===== src/rtl/sdm_pkg.sv =====
package sdm_pkg;
  typedef enum logic [1:0] {
    ENC_LEG  = 2'b00,
    ENC_VEX  = 2'b01,
    ENC_EVEX = 2'b10,
    ENC_RSVD = 2'b11
  } enc_e;

  localparam int unsigned LANE_W = 64;
endpackage


===== src/rtl/sdm_decode.sv =====
module sdm_decode
  import sdm_pkg::*;
(
  input  logic [1:0] enc_cls,
  input  logic       opc_hi,
  input  logic       rm_is_reg,
  input  logic [3:0] vvvv,
  input  logic       mask_on,
  input  logic       mask_k0,
  output logic       fault,
  output logic       store_form,
  output logic       legacy,
  output logic       lane_pass,
  output logic       dst_is_rm
);
  enc_e enc;
  logic masked;

  always_comb begin
    enc        = enc_e'(enc_cls);
    legacy     = (enc == ENC_LEG);
    store_form = opc_hi && !rm_is_reg;
    // memory forms of the newer encodings reserve the extra field
    fault      = (enc == ENC_RSVD) ||
                 (!legacy && !rm_is_reg && (vvvv != 4'b1111));
    masked     = (enc == ENC_EVEX) && mask_on;
    lane_pass  = !masked || mask_k0;
    dst_is_rm  = opc_hi && rm_is_reg;
  end
endmodule


===== src/rtl/sdm_lane.sv =====
module sdm_lane #(
  parameter int unsigned W = 64
) (
  input  logic         from_reg,
  input  logic         pass,
  input  logic         zero_mode,
  input  logic [W-1:0] reg_src,
  input  logic [W-1:0] mem_src,
  input  logic [W-1:0] old_lane,
  output logic [W-1:0] lane
);
  logic [W-1:0] picked;

  always_comb begin
    picked = from_reg ? reg_src : mem_src;
    if (pass)           lane = picked;
    else if (zero_mode) lane = '0;
    else                lane = old_lane;
  end
endmodule


===== src/rtl/sdm_upper.sv =====
module sdm_upper #(
  parameter int unsigned VLEN = 512
) (
  input  logic             legacy,
  input  logic             from_reg,
  input  logic [63:0]      src1_hi,
  input  logic [VLEN-1:64] old_upper,
  output logic [VLEN-1:64] upper
);
  logic [63:0] mid;

  always_comb begin
    if (legacy) mid = from_reg ? old_upper[127:64] : 64'd0;
    else        mid = from_reg ? src1_hi : 64'd0;
  end

  generate
    if (VLEN > 128) begin : g_wide
      logic [VLEN-1:128] top_bits;
      always_comb top_bits = legacy ? old_upper[VLEN-1:128] : '0;
      assign upper = {top_bits, mid};
    end else begin : g_narrow
      assign upper = mid;
    end
  endgenerate
endmodule


===== src/rtl/sdmove_unit.sv =====
module sdmove_unit
  import sdm_pkg::*;
#(
  parameter int unsigned VLEN = 512
) (
  input  logic            clk,
  input  logic            rst,
  input  logic            in_valid,
  input  logic [1:0]      enc_cls,
  input  logic            opc_hi,
  input  logic            rm_is_reg,
  input  logic [3:0]      vvvv,
  input  logic            mask_on,
  input  logic            mask_k0,
  input  logic            mask_zero,
  input  logic [63:0]     src1_hi,
  input  logic [63:0]     src2_lo,
  input  logic [VLEN-1:0] dst_old,
  input  logic [63:0]     mem_rdata,
  output logic            reg_we,
  output logic            dst_is_rm,
  output logic [VLEN-1:0] reg_wdata,
  output logic            mem_we,
  output logic [63:0]     mem_wdata,
  output logic            ud_fault
);
  localparam int unsigned UPPER_W = VLEN - LANE_W;

  logic fault_c, store_c, legacy_c, pass_c, rmdst_c;
  logic [LANE_W-1:0]  lane_c;
  logic [VLEN-1:64]   upper_c;

  sdm_decode u_dec (
    .enc_cls   (enc_cls),
    .opc_hi    (opc_hi),
    .rm_is_reg (rm_is_reg),
    .vvvv      (vvvv),
    .mask_on   (mask_on),
    .mask_k0   (mask_k0),
    .fault     (fault_c),
    .store_form(store_c),
    .legacy    (legacy_c),
    .lane_pass (pass_c),
    .dst_is_rm (rmdst_c)
  );

  sdm_lane #(.W(LANE_W)) u_lane (
    .from_reg (rm_is_reg),
    .pass     (pass_c),
    .zero_mode(mask_zero),
    .reg_src  (src2_lo),
    .mem_src  (mem_rdata),
    .old_lane (dst_old[LANE_W-1:0]),
    .lane     (lane_c)
  );

  sdm_upper #(.VLEN(VLEN)) u_up (
    .legacy   (legacy_c),
    .from_reg (rm_is_reg),
    .src1_hi  (src1_hi),
    .old_upper(dst_old[VLEN-1:64]),
    .upper    (upper_c)
  );

  always_ff @(posedge clk) begin
    if (rst) begin
      reg_we    <= 1'b0;
      mem_we    <= 1'b0;
      ud_fault  <= 1'b0;
      dst_is_rm <= 1'b0;
      reg_wdata <= '0;
      mem_wdata <= '0;
    end else begin
      ud_fault  <= in_valid && fault_c;
      reg_we    <= in_valid && !fault_c && !store_c;
      mem_we    <= in_valid && !fault_c && store_c && pass_c;
      dst_is_rm <= rmdst_c;
      reg_wdata <= {upper_c, lane_c};
      mem_wdata <= src2_lo;
    end
  end

  AST_FAULT_BLOCKS_WRITES: assert property (@(posedge clk) disable iff (rst)
    ud_fault |-> (!reg_we && !mem_we));

  AST_STORE_NOT_REG: assert property (@(posedge clk) disable iff (rst)
    mem_we |-> !reg_we);

  AST_RSVD_FIELD_FAULTS: assert property (@(posedge clk) disable iff (rst)
    (in_valid && (enc_cls != 2'b00) && !rm_is_reg && (vvvv != 4'b1111)) |=> ud_fault);

  AST_IDLE_QUIET: assert property (@(posedge clk) disable iff (rst)
    !in_valid |=> (!reg_we && !mem_we && !ud_fault));

  AST_LEG_REG_KEEPS_UPPER: assert property (@(posedge clk) disable iff (rst)
    (in_valid && (enc_cls == 2'b00) && rm_is_reg)
      |=> (reg_wdata[VLEN-1:64] == $past(dst_old[VLEN-1:64])));

  generate
    if (VLEN > 128) begin : g_chk_wide
      AST_NEW_ENC_TOP_CLEAR: assert property (@(posedge clk) disable iff (rst)
        (in_valid && (enc_cls != 2'b00) && !(opc_hi && !rm_is_reg))
          |=> (reg_wdata[VLEN-1:128] == '0));
    end
  endgenerate

  initial begin
    AST_WIDTH_OK: assert (UPPER_W >= 64);
  end
endmodule


===== config.mk =====
export PLATFORM = sky130hd
export DESIGN_NAME = sdmove_unit
export DESIGN_NICKNAME = d
export VERILOG_FILES = /design/src/rtl/sdm_pkg.sv /design/src/rtl/sdm_decode.sv /design/src/rtl/sdm_lane.sv /design/src/rtl/sdm_upper.sv /design/src/rtl/sdmove_unit.sv
export SDC_FILE = /design/constraint.sdc
export NUM_CORES = 1
export LEC_CHECK = 0
export ABC_AREA = 1
export BUFFER_PORTS_ARGS = -buffer_cell sky130_fd_sc_hd__clkbuf_2
export CORE_AREA = 4 4 498 500
export CTS_BUF_LIST = sky130_fd_sc_hd__clkbuf_2
export DETAILED_ROUTE_END_ITERATION = 10
export DIE_AREA = 0 0 502 504
export PLACE_DENSITY = 0.3
export SYNTH_ARGS = -nofsm -noshare
export SYNTH_HDL_FRONTEND = slang
export SYNTH_SLANG_ARGS = --single-unit

===== constraint.sdc =====
create_clock -name clk -period 1 [get_ports clk]
set_input_delay 0.15 -clock clk [delete_from_list [all_inputs] [get_ports clk]]
set_output_delay 0.15 -clock clk [all_outputs]
set_load 0.1 [all_outputs]

==> results.sh, run 1 <==
export IMPL_run_status="aborted with a tool error"
export IMPL_flow_stopped_at="clock tree synthesis"
export IMPL_run_stop_error="[ERROR RSZ-0060] Max buffer count reached."
export IMPL_die_w_um=502
export IMPL_rows=181
export IMPL_syn_area_um2=18670
export IMPL_synth_net_count=3045
export IMPL_yosysSeqAreaShare=0.6219
export IMPL_clock_sinks=580
export IMPL_place_inst=6892
export IMPL_synthesis_instances=2327
export IMPL_average_instance_area_after_synthesis_um2=8.024
export IMPL_yosys_warnings=0
export IMPL_cts_resized_gates=81
export IMPL_num_io_pins=1298
export IMPL_cts_htree_levels=4
export IMPL_number_of_buffers_inserted_by_hold_repair_at_cts=1445
export IMPL_post_synth_num_cell_types=17
export IMPL_finalWeightedCongestion=0.8569
export IMPL_cts_buffers_inserted=185
export IMPL_synth_seq_cells=580
export IMPL_start_util=0.07684
export IMPL_detailed_place_hpwl_mm=142.4
export IMPL_floorplan_die_height_um=504
export IMPL_cts_buffer_depth=3
export IMPL_cts_repair_timing_setup_buffer_count=0
export IMPL_cts_root_buf="clkbuf_2"
export IMPL_io_buffer_count=1297
[per-stage QoR]
| stage | setup WS (ns) | setup TNS [ns] | cell area (um^2) | hold slack, ns |
|---|---|---|---|---|
| floorplan | 0.06116 | 0 | 19400 | 0.2496 |
| global placement | -0.8232 | -295.27 | 39800 | 0.3409 |
| detailed placement | -0.8312 | -292.54 | 39800 | 0.3446 |
[cells by family after synthesis]
logic type | count (synthesis) | share of synthesized area
flops | 580 | 0.6219
simple gates | 979 | 0.2020
buf+inv | 638 | 0.1413
compound gates | 130 | 0.03485
[synthesized netlist by cell type]
cell,n,area [um^2]
a21oi_1,65,325.3
dfxtp_1,580,11610
o21ai_1,10,50.05
nor2_4,2,22.52
clkbuf_8,1,13.76
inv_1,517,1941
buf_4,20,150.1
nor3_1,1,5.000
o21ai_0,55,275.3
nand2_1,266,998.5
inv_2,3,11.26
nand3_1,65,325.3
buf_1,8,30.03
nor2_1,645,2421
clkbuf_1,13,48.80
buf_6,10,112.6
buf_2,66,330.3
==> run 2: changes to the inputs <==
--- a/config.mk
+++ b/config.mk
@@ -7,11 +7,10 @@
 export LEC_CHECK = 0
 export ABC_AREA = 1
 export BUFFER_PORTS_ARGS = -buffer_cell sky130_fd_sc_hd__clkbuf_2
-export CORE_AREA = 4 4 498 500
-export CTS_BUF_LIST = sky130_fd_sc_hd__clkbuf_2
+export CORE_AREA = 4 4 499 501
 export DETAILED_ROUTE_END_ITERATION = 10
-export DIE_AREA = 0 0 502 504
-export PLACE_DENSITY = 0.3
+export DIE_AREA = 0 0 503 505
+export PLACE_DENSITY_LB_ADDON = 0.15
 export SYNTH_ARGS = -nofsm -noshare
 export SYNTH_HDL_FRONTEND = slang
 export SYNTH_SLANG_ARGS = --single-unit
==> constraint.sdc (replaced) <==
create_clock -name clk -period 1.3 [get_ports clk]
set_input_delay 0.195 -clock clk [delete_from_list [all_inputs] [get_ports clk]]
set_output_delay 0.195 -clock clk [all_outputs]
set_load 0.1 [all_outputs]
==> results.sh, run 2 <==
export IMPL_syn2layout_area_growth_pct=168.3
export IMPL_highest_layer="met5"
export IMPL_tritoncts="yes"
export IMPL_antenna_found_initial=68
export IMPL_fin_total_pwr_mw=57.58
export IMPL_run_status="finished, violations left"
export IMPL_maxSlewViolCount=0
export IMPL_critical_path_peak_fanout=1
export IMPL_io_buffer_count=1297
export IMPL_via_per_inst=2.912
export IMPL_routed_wire_length_per_instance_um=21.05
export IMPL_cts_buffer_depth=3
export IMPL_global_route_usage_total=0.1252
export IMPL_m1WireLength_mm=65.40
export IMPL_critical_path_max_stage_delay_ns=0.38
export IMPL_synth_async_reset_ratio=0
export IMPL_initial_drc_count=973
export IMPL_detailed_place_hpwl_mm=140.5
export IMPL_met3WireLength_mm=17.97
export IMPL_proportion_of_layout_cells_with_a_drive_suffix_above_1=0.4746
export IMPL_yosysSeqAreaShare=0.6219
export IMPL_crit_family="flip-flops"
export IMPL_route_met2_wl_mm=75.93
export IMPL_maxCapViolCount=0
export IMPL_worst_slew_pin_slew_ns=0.6032
export IMPL_fmax_mhz=661.1
export IMPL_clk_pin_slew_worst_paths_ns=0.06
export IMPL_place_inst=6852
export IMPL_commonest_cells_after_routing_fill_and_taps_aside="dlygate4sd3_1 (744), clkbuf_2 (713), nor2_1 (644)"
export IMPL_post_synth_top_area_fraction=0.6219
export IMPL_largestRegisters="reg_wdata (512), mem_wdata (64)"
export IMPL_post_route_drc_count=0
export IMPL_route_antenna_remaining_nets=0
export IMPL_syn_area_um2=18670
export IMPL_area_of_the_core_um2=244800
export IMPL_post_synth_edffs=0
export IMPL_start_util=0.07627
export IMPL_leakagePower_nw=23.62
export IMPL_finalWeightedCongestion=0.8140
export IMPL_grt_remaining_overflow=0
export IMPL_critPathArrivalTime_ns=1.32
export IMPL_holdWs_ns=0.05783
export IMPL_violations="negative setup slack"
export IMPL_setup_tns_ns=-70.90
export IMPL_irDropWorstVdd_v=0.0007930
export IMPL_floorplan_die_height_um=505
export IMPL_final_nets=5181
export IMPL_critPathRequiredTime_ns=1.11
export IMPL_report_final_hold_viol_count=0
export IMPL_relSlewSlack=0.5936
export IMPL_cts_root_buf="clkbuf_16"
export IMPL_clock_sinks=580
export IMPL_grt_pass1_wl_mm=217.4
export IMPL_ys_top_cells_by_count="nor2_1 (645), dfxtp_1 (580), inv_1 (517)"
export IMPL_rows=182
export IMPL_yosys_warnings=0
export IMPL_synth_top_cells_by_area="dfxtp_1 (62%), nor2_1 (13%), inv_1 (10%), nand2_1 (5.3%), buf_2 (1.8%)"
export IMPL_post_synth_num_cell_types=17
export IMPL_rsz0062_at_grt="yes"
export IMPL_cts_buffers_inserted=83
export IMPL_num_io_pins=1298
export IMPL_place_area_um2=36210
export IMPL_grt_start_max_net_pins=52
export IMPL_cts_htree_levels=3
export IMPL_synth_net_count=3045
export IMPL_worstPathCellList="buf_12"
export IMPL_yosys_most_used_dff="dfxtp_1"
export IMPL_largest_register_ffs=512
export IMPL_worst_setup_path_start_kind="register"
export IMPL_registers_top_by_ff_count="reg_wdata"
export IMPL_layoutNonFillerInstCount=7773
export IMPL_average_instance_area_after_synthesis_um2=8.024
export IMPL_timing_critical_path_to_type="output port"
export IMPL_postLayoutCellArea_um2=50090
export IMPL_die_footprint_um2=254000
export IMPL_power_density_nw_per_um2=1149
export IMPL_drt_pass1_iterations=4
export IMPL_fin_crit_ns=1.513
export IMPL_synth_largest_area_cell="dfxtp_1"
export IMPL_holdCritPathClass="input port to register"
export IMPL_postLayoutSetupSlackWorst_ns=-0.2126
export IMPL_report_final_setup_viol=580
export IMPL_most_common_cell_in_the_synthesized_netlist="nor2_1"
export IMPL_final_routed_wirelength_mm=163.6
export IMPL_die_w_um=503
export IMPL_synth_seq_cells=580
export IMPL_synthesis_instances=2327
export IMPL_min_period_over_period=1.164
export IMPL_grt_pass1_vias=25195
export IMPL_mostFrequentLayoutCell="dlygate4sd3_1"
export IMPL_crit_slowest_cell="dfxtp_4"
export IMPL_route_vias_total=22637
export IMPL_timing_setup_critical_path_class="register to output port"
export IMPL_cp_buffers_inverters=1
-- run 2: cells by family after synthesis --
group / synth area share
simple gates: 0.2020
flops: 0.6219
compound gates: 0.03485
buf+inv: 0.1413
-- run 2: final timing paths --
path                     startpoint       endpoint  slack [ns]  cells after the start
worst max-delay path  reg_wdata[93]  reg_wdata[93]       -0.21                      1
worst min-delay path    src2_lo[27]  mem_wdata[27]        0.06                      4
-- run 2: area by class of cell --
type	instances	area [um^2]
Antenna cell	23	57.56
Clock buffer	111	2312
Clock inverter	41	629.4
Fill cell	27147	194700
Inverter	520	1954
Multi-Input combinational cell	1109	4448
Sequential cell	580	12550
Tap cell	3220	4029
Timing Repair Buffer	2169	24120
-- run 2: per-stage QoR --
stage	setup WS [ns]	utilization
final	-0.2126	0.2046
after global routing	-0.3343	0.2045
after CTS	-0.3909	0.2043
after detailed placement	-0.2457	0.1479
after global placement	-0.2466	0.1479
after floorplan	0.1960	-
-- run 2: report_power, final --
part	internal, mW	switching (mW)	leakage, nW	total, mW
Clock	15.0	9.94	1.44	24.9
Sequential	18.5	0.650	5.01	19.1
Combinational	5.51	7.99	17.2	13.5
Total	39.0	18.6	23.6	57.6
-- run 2: repair_timing --
| action | in CTS | in global routing |
|---|---|---|
| endpoints found under the setup margin | 580 | 627 |
| pin swaps | 0 | 0 |
| hold buffers | 746 | 0 |
| resized for setup | 1252 | 12 |
| endpoints found under the hold margin | 580 | 0 |
| setup buffers | 0 | 0 |
-- run 2: layer usage --
| metal | GRT usage | up-vias |
|---|---|---|
| met2 | 0.2094 | 971 |
| met3 | 0.05881 | 224 |
| met5 | 0 | - |
| met4 | 0.03364 | 40 |
| met1 | 0.1422 | 10449 |
| li1 | - | 10953 |
(Power assumes the default switching activity.)
==> run 3: changes to the inputs <==
--- a/config.mk
+++ b/config.mk
@@ -6,6 +6,7 @@
 export NUM_CORES = 1
 export LEC_CHECK = 0
 export ABC_AREA = 1
+export ABC_CLOCK_PERIOD_IN_PS = 1850
 export BUFFER_PORTS_ARGS = -buffer_cell sky130_fd_sc_hd__clkbuf_2
 export CORE_AREA = 4 4 499 501
 export DETAILED_ROUTE_END_ITERATION = 10
==> constraint.sdc (replaced) <==
create_clock -name clk -period 1.85 [get_ports clk]
set_input_delay 0.2775 -clock clk [delete_from_list [all_inputs] [get_ports clk]]
set_output_delay 0.2775 -clock clk [all_outputs]
set_load 0.1 [all_outputs]
==> results.sh, run 3 (synthesized netlist as in run 2, its figures left out) <==
export IMPL_run_status="finished clean"
export IMPL_min_period_over_period=0.9728
export IMPL_tritoncts="yes"
export IMPL_pwr_share_clk=0.453
export IMPL_cts_buffer_depth=3
export IMPL_io_buffer_count=1297
export IMPL_mostFrequentLayoutCell="clkbuf_2"
export IMPL_die_w_um=503
export IMPL_grt_pass1_wl_mm=213.0
export IMPL_die_footprint_um2=254000
export IMPL_post_route_drc_count=0
export IMPL_seq_power_share=0.340
export IMPL_leakagePower_nw=20.89
export IMPL_antenna_found_initial=80
export IMPL_grt_pass1_vias=23966
export IMPL_worst_slew_pin_slew_ns=0.8222
export IMPL_report_final_hold_viol_count=0
export IMPL_start_util=0.07627
export IMPL_power_net_switching_mw=12.89
export IMPL_floorplan_die_height_um=505
export IMPL_detailed_place_hpwl_mm=137.8
export IMPL_critPathArrivalTime_ns=2.41
export IMPL_hold_depth=5
export IMPL_worst_setup_path_start_kind="input port"
export IMPL_critPathRequiredTime_ns=2.46
export IMPL_power_combinational_fraction=0.207
export IMPL_maxSlewViolCount=0
export IMPL_rows=182
export IMPL_grtUsageMet1=0.1437
export IMPL_gr_usage_met2=0.2061
export IMPL_cts_htree_levels=3
export IMPL_syn2layout_area_growth_pct=119.7
export IMPL_fin_crit_ns=1.800
export IMPL_report_final_setup_viol=0
export IMPL_place_area_um2=29500
export IMPL_routed_wire_length_per_instance_um=21.16
export IMPL_timing_setup_critical_path_class="input port to register"
export IMPL_swShare=0.3321
export IMPL_grt_start_max_net_pins=116
export IMPL_cts_repair_timing_setup_buffer_count=0
export IMPL_irDropWorstVdd_v=0.0005759
export IMPL_largestRegisters="reg_wdata (512), mem_wdata (64)"
export IMPL_global_route_usage_total=0.1233
export IMPL_relSlewSlack=0.4519
export IMPL_holdCritPathClass="input port to register"
export IMPL_critical_path_peak_fanout=31
export IMPL_power_density_nw_per_um2=946.2
export IMPL_route_antenna_remaining_nets=0
export IMPL_rsz0062_at_grt="no"
export IMPL_setup_tns_ns=0
export IMPL_clk_pin_slew_worst_paths_ns=0.06
export IMPL_cts_root_buf="clkbuf_16"
export IMPL_commonest_cells_after_routing_fill_and_taps_aside="clkbuf_2 (790), dlygate4sd3_1 (711), nor2_1 (644)"
export IMPL_final_routed_wirelength_mm=162.5
export IMPL_grt_util_met3=0.05411
export IMPL_largest_register_ffs=512
export IMPL_area_of_the_core_um2=244800
export IMPL_internal_power_mw=25.92
export IMPL_route_vias_total=22113
export IMPL_postLayoutCellArea_um2=41020
export IMPL_proportion_of_layout_cells_with_a_drive_suffix_above_1=0.3436
export IMPL_grt_remaining_overflow=0
export IMPL_global_route_peak_usage_layer="met2"
export IMPL_clock_sinks=580
export IMPL_fmax_mhz=555.6
export IMPL_initial_drc_count=891
export IMPL_cts_buffers_inserted=85
export IMPL_fillerInstances=28093
export IMPL_num_io_pins=1298
export IMPL_final_nets=5084
export IMPL_finalWeightedCongestion=0.8154
export IMPL_registers_top_by_ff_count="reg_wdata"
export IMPL_maxCapViolCount=0
export IMPL_timing_critical_path_to_type="register"
export IMPL_via_per_inst=2.880
export IMPL_drt_pass1_iterations=5
==> run 3: changes by cell type in the layout (fill, tap and decap cells not counted), sizes merged <==
cell,before,now
buf,710,151
clkbuf,824,1327
dlygate4sd3,744,711
bufinv,12,8
clkinvlp,4,7
diode,23,26
inv,524,521
clkinv,21,19
dlymetal6s2s,1,0
dlymetal6s4s,1,0
==> run 3: power groups by stage <==
stage	Clock (mW)	Sequential [mW]	Combinational, mW
floorplan	0	16.7	0.928
global placement	0	13.5	6.62
detailed placement	0	13.5	6.60
CTS	18.5	13.2	8.22
global route	18.8	13.2	8.51
finish	17.6	13.2	8.05
==> run 3: worst paths after layout <==
| path | startpoint | to | slack [ns] |
|---|---|---|---|
| hold / removal | dst_old[3] | reg_wdata[3] | 0.08 |
| setup / recovery | rm_is_reg | reg_wdata[58] | 0.05 |
==> run 3: timing repair <==
item	CTS	global route
gates resized for setup	490	0
endpoints found under the setup margin	440	0
hold buffers	711	0
endpoints found under the hold margin	578	0
==> run 3: critical path, cell delays in order <==
cell	delay (ns)
buf_4	0.13
clkinv_2	0.06
buf_4	0.23
buf_12	0.23
nand2_1	0.07
nand2_1	0.05
dlygate4sd3_1	0.54
nand2_1	0.05
a21oi_1	0.12
dlygate4sd3_1	0.58
==> run 3: area by class of cell <==
class,count,area (um^2),share of cell area
Clock inverter,35,516.7,0.01260
Antenna cell,26,65.06,0.001586
Timing Repair Buffer,2070,15920,0.3881
Inverter,520,1954,0.04765
Tap cell,3220,4029,0.09822
Sequential cell,580,11630,0.2836
Multi-Input combinational cell,1109,4446,0.1084
Clock buffer,119,2456,0.05988
==> run 3: stage by stage <==
| stage | util | cells | hold slack (ns) | power [mW] | setup slack (ns) |
|---|---|---|---|---|---|
| CTS | 0.1673 | 7653 | 0.002151 | 39.93 | 0.0003726 |
| detailed placement | 0.1205 | 6788 | 0.4781 | 20.05 | -0.1385 |
| finish | 0.1676 | 7679 | 0.07619 | 38.81 | 0.05029 |
| global placement | 0.1205 | 6788 | 0.4779 | 20.08 | -0.1402 |
| floorplan | - | 2327 | 0.3845 | 17.66 | 0.6635 |
| global route | 0.1675 | 7671 | 0.04248 | 40.58 | 0.003229 |
==> run 3: per-layer routing <==
metal / wire length [um] / vias to the layer above
met5: 229 / -
met4: 3804 / 36
met3: 16530 / 215
met2: 75220 / 943
met1: 66670 / 10172
li1: - / 10747
==> run 4: changes to the inputs <==
--- a/config.mk
+++ b/config.mk
@@ -12,6 +12,7 @@
 export DETAILED_ROUTE_END_ITERATION = 10
 export DIE_AREA = 0 0 503 505
 export PLACE_DENSITY_LB_ADDON = 0.15
+export SETUP_SLACK_MARGIN = 0.2
 export SYNTH_ARGS = -nofsm -noshare
 export SYNTH_HDL_FRONTEND = slang
 export SYNTH_SLANG_ARGS = --single-unit
==> results.sh, run 4 (synthesized netlist as in run 2, its figures left out) <==
export IMPL_clock_sinks=580
export IMPL_post_route_drc_count=0
export IMPL_grt_start_max_net_pins=116
export IMPL_hold_path_endpoint="reg_wdata[386]"
export IMPL_fillerInstances=27591
export IMPL_registers_top_by_ff_count="reg_wdata"
export IMPL_mostFrequentLayoutCell="clkbuf_2"
export IMPL_initial_drc_count=901
export IMPL_tritoncts="yes"
export IMPL_largestRegisters="reg_wdata (512), mem_wdata (64)"
export IMPL_cts_root_buf="clkbuf_16"
export IMPL_syn2layout_area_growth_pct=146.0
export IMPL_cts_buffer_depth=3
export IMPL_clk_pin_slew_worst_paths_ns=0.06
export IMPL_proportion_of_layout_cells_with_a_drive_suffix_above_1=0.3862
export IMPL_run_status="finished clean"
export IMPL_critical_path_peak_fanout=1
export IMPL_multiInputGateArea_um2=4446
export IMPL_grt_remaining_overflow=0
export IMPL_holdCritPathClass="input port to register"
export IMPL_largest_register_ffs=512
export IMPL_via_per_inst=2.890
export IMPL_relSlewSlack=0.4473
export IMPL_critical_path_max_stage_delay_ns=0.40
export IMPL_report_final_hold_viol_count=0
export IMPL_commonest_cells_after_routing_fill_and_taps_aside="clkbuf_2 (714), dlygate4sd3_1 (711), nor2_1 (644)"
export IMPL_crit_family="flip-flops"
export IMPL_route_antenna_remaining_nets=0
export IMPL_rows=182
export IMPL_fin_crit_ns=1.616
export IMPL_die_footprint_um2=254000
export IMPL_io_buffer_count=1297
export IMPL_cp_buffers_inverters=1
export IMPL_critPathArrivalTime_ns=1.34
export IMPL_die_w_um=503
export IMPL_detailed_place_hpwl_mm=137.8
export IMPL_leakagePower_nw=22.43
export IMPL_floorplan_die_height_um=505
export IMPL_timing_critical_path_to_type="output port"
export IMPL_cts_buffers_inserted=85
export IMPL_critPathRequiredTime_ns=1.57
export IMPL_min_period_over_period=0.8733
export IMPL_crit_slowest_cell="dfxtp_4"
export IMPL_route_vias_total=22189
export IMPL_worst_setup_path_start_kind="register"
export IMPL_area_of_the_core_um2=244800
export IMPL_worstPathCellList="clkbuf_16"
export IMPL_worst_slew_pin_slew_ns=0.8291
export IMPL_global_route_usage_total=0.1236
export IMPL_post_place_ws_ns=-0.1385
export IMPL_antenna_found_initial=79
export IMPL_rsz0062_at_grt="yes"
export IMPL_power_density_nw_per_um2=862.3
export IMPL_maxSlewViolCount=0
export IMPL_num_io_pins=1298
export IMPL_finalWeightedCongestion=0.8154
export IMPL_routed_wire_length_per_instance_um=21.25
export IMPL_grt_pass1_wl_mm=213.7
export IMPL_grt_pass1_vias=24106
export IMPL_final_seq_area_um2=12010
export IMPL_postLayoutSetupSlackWorst_ns=0.2344
export IMPL_fmax_mhz=619.0
export IMPL_post_route_util=0.1876
export IMPL_final_nets=5084
export IMPL_maxCapViolCount=0
export IMPL_irDropWorstVdd_v=0.0005800
export IMPL_cts_htree_levels=3
export IMPL_drt_pass1_iterations=4
export IMPL_final_routed_wirelength_mm=163.2
export IMPL_cts_repair_timing_setup_buffer_count=0
export IMPL_hp_start="rst"
export IMPL_start_util=0.07627
export IMPL_hold_depth=4
export IMPL_report_final_setup_viol=0
export IMPL_timing_setup_critical_path_class="register to output port"
run 4: area by class of cell:
| cell class | instances | share of cell area |
|---|---|---|
| repair buffers | 2070 | 0.4454 |
| flip-flops and latches | 580 | 0.2614 |
| multi-input cells | 1109 | 0.09679 |
| well taps | 3220 | 0.08771 |
| clock buffers | 119 | 0.05347 |
| inverters | 520 | 0.04255 |
| clock inverters | 35 | 0.01125 |
| diodes | 26 | 0.001417 |
run 4: repair_timing:
item	CTS	global route
hold endpoints to repair	578	3
pin swaps	0	1
hold buffers	712	3
resized for setup	1047	918
setup endpoints to repair	580	451
run 4: stage by stage:
step / setup TNS (ns) / cell area [um^2] / hold WS (ns) / cells / total power [mW]
final: 0 / 45930 / 0.07599 / 7679 / 39.61
after global routing: 0 / 45910 / 0.04224 / 7670 / 41.40
after CTS: 0 / 43830 / 0.002201 / 7654 / 40.33
after detailed placement: -0.1385 / 29500 / 0.4781 / 6788 / 20.05
after global placement: -0.1402 / 29500 / 0.4779 / 6788 / 20.08
after floorplan: 0 / 18670 / 0.3845 / 2327 / 17.66
run 4: power by group:
group          total [mW]  switching [mW]  internal, mW
logic                8.75            5.56          3.18
registers            13.3           0.335          12.9
clock network        17.6            7.12          10.5
run 4: worst max path at each step:
stage	start	endpoint	cells past startpoint
floorplan	dst_is_rm	dst_is_rm	0
global placement	mask_on	mem_we	7
detailed placement	mask_on	mem_we	7
CTS	mem_we	mem_we	1
global route	mem_we	mem_we	1
finish	reg_wdata[353]	reg_wdata[353]	1
run 4: routing by layer:
layer / up-vias / GRT usage / share of wire
met4: 34 / 0.03035 / 0.027
met3: 217 / 0.05304 / 0.10
met1: 10223 / 0.1450 / 0.41
li1: 10754 / - / -
met5: - / 0 / 0.0013
met2: 961 / 0.2065 / 0.46
